<file path="src/rtl/spi_frame_pkg.sv">
package spi_frame_pkg;

  // Strobes from the frame controller to the datapath, one system clock each.
  typedef struct packed {
    logic loadRead;    // register-select bit sampled on a read frame
    logic shiftIn;     // a write data bit was sampled
    logic commitWrite; // last write data bit sampled
    logic shiftOut;    // falling edge: present next read data bit
    logic driveFlag;   // falling edge: present handshake bit
    logic clearOut;    // select is low
    logic isRead;      // direction of the current frame
    logic selStatus;   // register select of the current frame
    logic mosiBit;     // synchronised serial input
  } frameStrobes_t;

endpackage

</file>
<file path="src/rtl/spi_frame_ctrl.sv">
module spi_frame_ctrl
  import spi_frame_pkg::*;
#(
  parameter int DATA_W      = 8,
  parameter int SYNC_STAGES = 2
) (
  input  logic          clk,
  input  logic          rstN,
  input  logic          sclkIn,
  input  logic          csIn,
  input  logic          mosiIn,
  output frameStrobes_t strobes
);

  localparam int FIRST_DATA = 2;
  localparam int LAST_DATA  = DATA_W + 1;
  localparam int FLAG_POS   = DATA_W + 2;
  localparam int FRAME_LEN  = DATA_W + 3;
  localparam int CNT_W      = $clog2(FRAME_LEN + 1);

  logic [SYNC_STAGES-1:0] sclkSync, csSync, mosiSync;
  logic sclkPrev;
  logic [CNT_W-1:0] bitCnt;
  logic dirReg, selReg;
  logic sclkNow, csNow, mosiNow, riseEv, fallEv;

  // Synchroniser chains, one per input.
  always_ff @(posedge clk or negedge rstN) begin
    if (!rstN) begin
      sclkSync <= '0;
      csSync   <= '0;
      mosiSync <= '0;
    end else begin
      sclkSync <= {sclkSync[SYNC_STAGES-2:0], sclkIn};
      csSync   <= {csSync[SYNC_STAGES-2:0], csIn};
      mosiSync <= {mosiSync[SYNC_STAGES-2:0], mosiIn};
    end
  end

  assign sclkNow = sclkSync[SYNC_STAGES-1];
  assign csNow   = csSync[SYNC_STAGES-1];
  assign mosiNow = mosiSync[SYNC_STAGES-1];
  assign riseEv  = csNow && sclkNow && !sclkPrev;
  assign fallEv  = csNow && !sclkNow && sclkPrev;

  always_ff @(posedge clk or negedge rstN) begin
    if (!rstN) begin
      sclkPrev <= 1'b0;
      bitCnt   <= '0;
      dirReg   <= 1'b0;
      selReg   <= 1'b0;
    end else begin
      sclkPrev <= sclkNow;
      if (!csNow) begin
        bitCnt <= '0;
      end else if (riseEv && bitCnt != CNT_W'(FRAME_LEN)) begin
        bitCnt <= bitCnt + 1'b1;
        if (bitCnt == CNT_W'(0)) dirReg <= mosiNow;
        if (bitCnt == CNT_W'(1)) selReg <= mosiNow;
      end
    end
  end

  logic inData;
  assign inData = (bitCnt >= CNT_W'(FIRST_DATA)) && (bitCnt <= CNT_W'(LAST_DATA));

  always_comb begin
    strobes             = '0;
    strobes.isRead      = dirReg;
    strobes.selStatus   = (bitCnt == CNT_W'(1)) ? mosiNow : selReg;
    strobes.mosiBit     = mosiNow;
    strobes.clearOut    = !csNow;
    strobes.loadRead    = riseEv && (bitCnt == CNT_W'(1)) && dirReg;
    strobes.shiftIn     = riseEv && inData && !dirReg;
    strobes.commitWrite = riseEv && (bitCnt == CNT_W'(LAST_DATA)) && !dirReg;
    strobes.shiftOut    = fallEv && inData;
    strobes.driveFlag   = fallEv && (bitCnt == CNT_W'(FLAG_POS));
  end

endmodule

</file>
<file path="src/rtl/spi_frame_dp.sv">
module spi_frame_dp
  import spi_frame_pkg::*;
#(
  parameter int DATA_W = 8
) (
  input  logic              clk,
  input  logic              rstN,
  input  frameStrobes_t     strobes,
  input  logic [DATA_W-1:0] rxData,
  input  logic              rxValid,
  input  logic              txReady,
  output logic              misoOut,
  output logic              rxReady,
  output logic [DATA_W-1:0] txData,
  output logic              txValid,
  output logic              irqOut
);

  localparam int RX_EMPTY_BIT = 0;
  localparam int TX_FULL_BIT  = 1;
  localparam int RX_IE_BIT    = 4;
  localparam int TX_IE_BIT    = 5;

  logic [DATA_W-1:0] rdShift, wrShift, lastByte, txDataReg, statusWord, wrWord;
  logic flagReg, misoReg, rxIeReg, txIeReg, rxReadyReg, txValidReg;

  always_comb begin
    statusWord               = '0;
    statusWord[RX_EMPTY_BIT] = !rxValid;
    statusWord[TX_FULL_BIT]  = !txReady;
    statusWord[RX_IE_BIT]    = rxIeReg;
    statusWord[TX_IE_BIT]    = txIeReg;
  end

  assign wrWord = {wrShift[DATA_W-2:0], strobes.mosiBit};

  always_ff @(posedge clk or negedge rstN) begin
    if (!rstN) begin
      rdShift    <= '0;
      wrShift    <= '0;
      lastByte   <= '0;
      txDataReg  <= '0;
      flagReg    <= 1'b0;
      misoReg    <= 1'b0;
      rxIeReg    <= 1'b0;
      txIeReg    <= 1'b0;
      rxReadyReg <= 1'b0;
      txValidReg <= 1'b0;
    end else begin
      rxReadyReg <= 1'b0;
      txValidReg <= 1'b0;

      if (strobes.loadRead) begin
        if (strobes.selStatus) begin
          rdShift <= statusWord;
          flagReg <= 1'b0;
        end else if (rxValid) begin
          rdShift    <= rxData;
          lastByte   <= rxData;
          flagReg    <= 1'b0;
          rxReadyReg <= 1'b1;
        end else begin
          rdShift <= lastByte;
          flagReg <= 1'b1;
        end
      end

      if (strobes.shiftIn) wrShift <= wrWord;

      if (strobes.commitWrite) begin
        if (strobes.selStatus) begin
          rxIeReg <= wrWord[RX_IE_BIT];
          txIeReg <= wrWord[TX_IE_BIT];
          flagReg <= 1'b0;
        end else if (txReady) begin
          txDataReg  <= wrWord;
          txValidReg <= 1'b1;
          flagReg    <= 1'b0;
        end else begin
          flagReg <= 1'b1;
        end
      end

      if (strobes.clearOut) begin
        misoReg <= 1'b0;
      end else if (strobes.shiftOut) begin
        misoReg <= strobes.isRead ? rdShift[DATA_W-1] : 1'b0;
        rdShift <= {rdShift[DATA_W-2:0], 1'b0};
      end else if (strobes.driveFlag) begin
        misoReg <= flagReg;
      end
    end
  end

  assign misoOut = misoReg;
  assign rxReady = rxReadyReg;
  assign txValid = txValidReg;
  assign txData  = txDataReg;
  assign irqOut  = (rxIeReg && rxValid) || (txIeReg && txReady);

endmodule

</file>
<file path="src/rtl/spi_frame_slave.sv">
module spi_frame_slave
  import spi_frame_pkg::*;
#(
  parameter int DATA_W      = 8,
  parameter int SYNC_STAGES = 2
) (
  input  logic              clk,
  input  logic              rstN,
  input  logic              sclkIn,
  input  logic              csIn,
  input  logic              mosiIn,
  output logic              misoOut,
  input  logic [DATA_W-1:0] rxData,
  input  logic              rxValid,
  output logic              rxReady,
  output logic [DATA_W-1:0] txData,
  output logic              txValid,
  input  logic              txReady,
  output logic              irqOut
);

  frameStrobes_t strobes;

  spi_frame_ctrl #(.DATA_W(DATA_W), .SYNC_STAGES(SYNC_STAGES)) u_ctrl (
    .clk(clk), .rstN(rstN), .sclkIn(sclkIn), .csIn(csIn), .mosiIn(mosiIn),
    .strobes(strobes)
  );

  spi_frame_dp #(.DATA_W(DATA_W)) u_dp (
    .clk(clk), .rstN(rstN), .strobes(strobes),
    .rxData(rxData), .rxValid(rxValid), .txReady(txReady),
    .misoOut(misoOut), .rxReady(rxReady), .txData(txData),
    .txValid(txValid), .irqOut(irqOut)
  );

endmodule

</file>
<file path="config.mk">
export PLATFORM = sky130hd
export DESIGN_NAME = spi_frame_slave
export DESIGN_NICKNAME = d
export VERILOG_FILES = /design/src/rtl/spi_frame_pkg.sv /design/src/rtl/spi_frame_ctrl.sv /design/src/rtl/spi_frame_dp.sv /design/src/rtl/spi_frame_slave.sv
export SDC_FILE = /design/constraint.sdc
export NUM_CORES = 1
export LEC_CHECK = 0
export CAP_MARGIN = 30
export CORE_UTILIZATION = 40
export DETAILED_ROUTE_END_ITERATION = 8
export PLACE_DENSITY = 0.65
export SETUP_SLACK_MARGIN = 0.5
export SLEW_MARGIN = 20
export SYNTH_ARGS = -nofsm -noshare
export SYNTH_HDL_FRONTEND = slang
export SYNTH_HIERARCHICAL = 1
export SYNTH_SLANG_ARGS = --single-unit
</file>
<file path="constraint.sdc">
create_clock -name clk -period 5.31 [get_ports clk]
set_input_delay 1.062 -clock clk [delete_from_list [all_inputs] [get_ports clk]]
set_output_delay 1.062 -clock clk [all_outputs]
set_load 0.005 [all_outputs]
</file>
==> flow_summary.ini <==
[clock_tree]
cts.sink_count = 50
post_cts_buffers = 0
htreeDepth = 2
clkLatencyLatePin_ps = 310
numCtsBuffers = 5
cts_tree = yes
cts_resized = 0
clkTransAtPathRegs_ps = 90
cts-root-buf = clkbuf_8
clk_path_buf_depth = 2
hold_buffers = 0

[placement]
hpwl_um = 2630
placedCellCount = 276
place.gp.congestion = 0.7799
port_buffers = 26

[critical_path]
cp_max_fo = 12
cp-start-kind = primary input
path_buf_inv = 3
cp_data_arrival_time_ps = 2400
slowest_delay_ps = 490
crit_path_frequent_cell = clkdlybuf4s50_1
reg2reg_slack_ps = 2760
path_cells = clkdlybuf4s50_1 > buf_4 > a22o_1 > clkdlybuf4s50_1
path_delay_family = buffers and inverters
cp_slowest_cell = clkdlybuf4s50_1
critPathCaptureType = output port
required_ps = 4250
path_class = primary input to output port

[cells_and_area]
final_common_cell = dfrtp_1
layout_common_cells = dfrtp_1 (50), clkdlybuf4s50_1 (25), mux2_1 (13)
num_antenna_cells = 0
num-nets-final = 230
fin_cells = 284
n_fill_cell = 506
drive_gt1_share_pct = 21.23
area_growth_pct = 17.75

[sta]
slew_headroom_pct = 42.38
fin_crit_sh_pct = 65.22
fmax_mhz = 288.8
clock_skew_ps = 7.667
rsz0062_at_grt = false
finalCriticalPeriod_ps = 3463
hold_viol_final = 0
fin_hold_ws_ps = 353.5
tightest_slew_ps = 861.1
setup_viol = 0
report.final.slew_viol_count = 0
totalNegativeSetupSlack_ps = 0

[synthesis]
yosysWarnings = 6
synth_cell_types = 39
synth_area_leader_cell = dfrtp_1
ys_seq_area_share_pct = 53.62
syn_area_um2 = 2333
syn-num-nets = 203
synth_cells = 184
ys_ff_latch = 50
synth_area_leaders = dfrtp_1 (54%), mux2_4 (6.4%), mux2_1 (6.3%)
synth_top_area_share_pct = 53.62
syn_area_per_cell_um2 = 12.68

[die]
ioPinCount = 27
design.die.area_um2 = 6143
start_util_pct = 41.86
fp.dieH_um = 78.38
core_um2 = 5574
num_rows = 27
dieWidth_um = 78.38

[power_and_ir_drop]
power_frac_comb_pct = 15.3
vdd_drop_max_mv = 0.1799
power.density_cell_area_nw_per_um2 = 314.6
p_leak_nw = 1.304
p_clk_share_pct = 31.8
switching_share_pct = 24.93
p_seq_share_pct = 52.9
fin_total_pwr_uw = 864.4
p_int_uw = 648.9
netSwitchingPower_uw = 215.5

[global_route]
grt_pass1_wl_um = 6775
grt_overflow = 0
grt_pass1_vias = 1456
antenna_found_initial = 0
grt_max_degree = 51
grt_usage_pct = 14.47

[outcome]
status = finished clean

[detailed_routing]
wire_per_inst_um = 13.44
wl_um = 3816
via_per_inst = 4.849
vias = 1377
drtAntennaViolNets = 0
dr.pass1.iters = 4
drt_iter0_drc = 105
drcViolationCount = 0

[worst_hold_path]
hold_path_class = flip-flop to flip-flop

[flow_run]
drv_cap = 0
[power groups by stage]
stage,clock network (mW),logic (mW),registers [mW]
final,0.275,0.132,0.457
after global routing,0.304,0.150,0.465
after global placement,0,0.130,0.462
after floorplan,0,0.107,0.456
after detailed placement,0,0.134,0.464
after CTS,0.287,0.134,0.457
[cells by family (layout without fill, tap and decap cells)]
family	Yosys count	in the layout	synth area share (%)
AND/OR/NAND/NOR	52	52	13.89
multiplexers	39	39	20.21
AO/OA/AOI/OAI	23	23	6.166
flip-flops	50	50	53.62
adder cells (fa/ha/maj)	4	4	2.145
buffers and inverters	16	44	3.967
[per-stage QoR]
step	setup slack (ps)	instance area (um^2)	util [%]
6_report	1847	2748	49.29
3_5_place_dp	1842	2631	47.21
2_1_floorplan	2846	2333	-
3_3_place_gp	1834	2631	47.21
5_1_grt	1763	2748	49.29
4_1_cts	1827	2748	49.29
[worst reg2reg max path: cells and delay by family, from the launching register on]
| family | cells | cell delay [ps] |
|---|---|---|
| adders and majority gates | 1 | 230 |
| DFF | 1 | 440 |
| buffers and inverters | 1 | 100 |
| and+or+nand+nor | 4 | 1360 |
| muxes | 1 | 320 |
[synth_stat cells (all sizes together)]
master,instances
nand2,13
a21boi,1
o21ai,2
a211oi,2
dfrtp,50
nand4,1
nor3,2
nand3b,2
and2b,4
and2,1
and3,2
inv,8
ha,4
o22ai,1
and3b,1
a21oi,10
mux2i,4
clkbuf,1
nor3b,2
nand3,3
nor2b,5
a31oi,4
a41oi,1
nand2b,3
nor2,13
a22o,1
o22a,1
buf,7
mux2,35
[per-layer routing]
metal | wire length [um] | GRT usage [%]
met1 | 1831 | 18.16
met2 | 1788 | 22.98
met3 | 126 | 3.488
met4 | 68 | 7.778
met5 | 0 | 0
[final timing paths]
| kind | startpoint | endpoint | cells past startpoint |
|---|---|---|---|
| max in group asynchronous | rstN | u_dp/wrShift[0]$_DFFE_PN0P_ | 2 |
| hold / removal | u_ctrl/csSync[0]$_DFF_PN0_ | u_ctrl/csSync[1]$_DFF_PN0_ | 0 |
| hold reg to reg | u_ctrl/csSync[0]$_DFF_PN0_ | u_ctrl/csSync[1]$_DFF_PN0_ | 0 |
| min in group asynchronous | rstN | u_dp/lastByte[6]$_DFFE_PN0P_ | 2 |
| setup / recovery | rxValid | irqOut | 4 |
| setup reg to reg | u_ctrl/bitCnt[1]$_DFFE_PN0P_ | u_dp/lastByte[1]$_DFFE_PN0P_ | 7 |
[cell type report]
type	count	area (um^2)	area share, %
clock inverters	3	47.55	1.730
well taps	72	90.09	3.279
flip-flops and latches	50	1251	45.54
multi-input cells	118	989.7	36.02
clock buffers	5	68.82	2.505
repair buffers	28	270.3	9.836
inverters	8	30.03	1.093
[flip-flops by register name, indices dropped and copies added, names as in the netlist, 2 cells and up]
signal,count
u_dp/lastByte,8
u_dp/rdShift,8
u_dp/txData,8
u_dp/wrShift,7
u_ctrl/bitCnt,4
u_ctrl/csSync,2
u_ctrl/mosiSync,2
u_ctrl/sclkSync,2
Power figures use the tool's default switching activity.
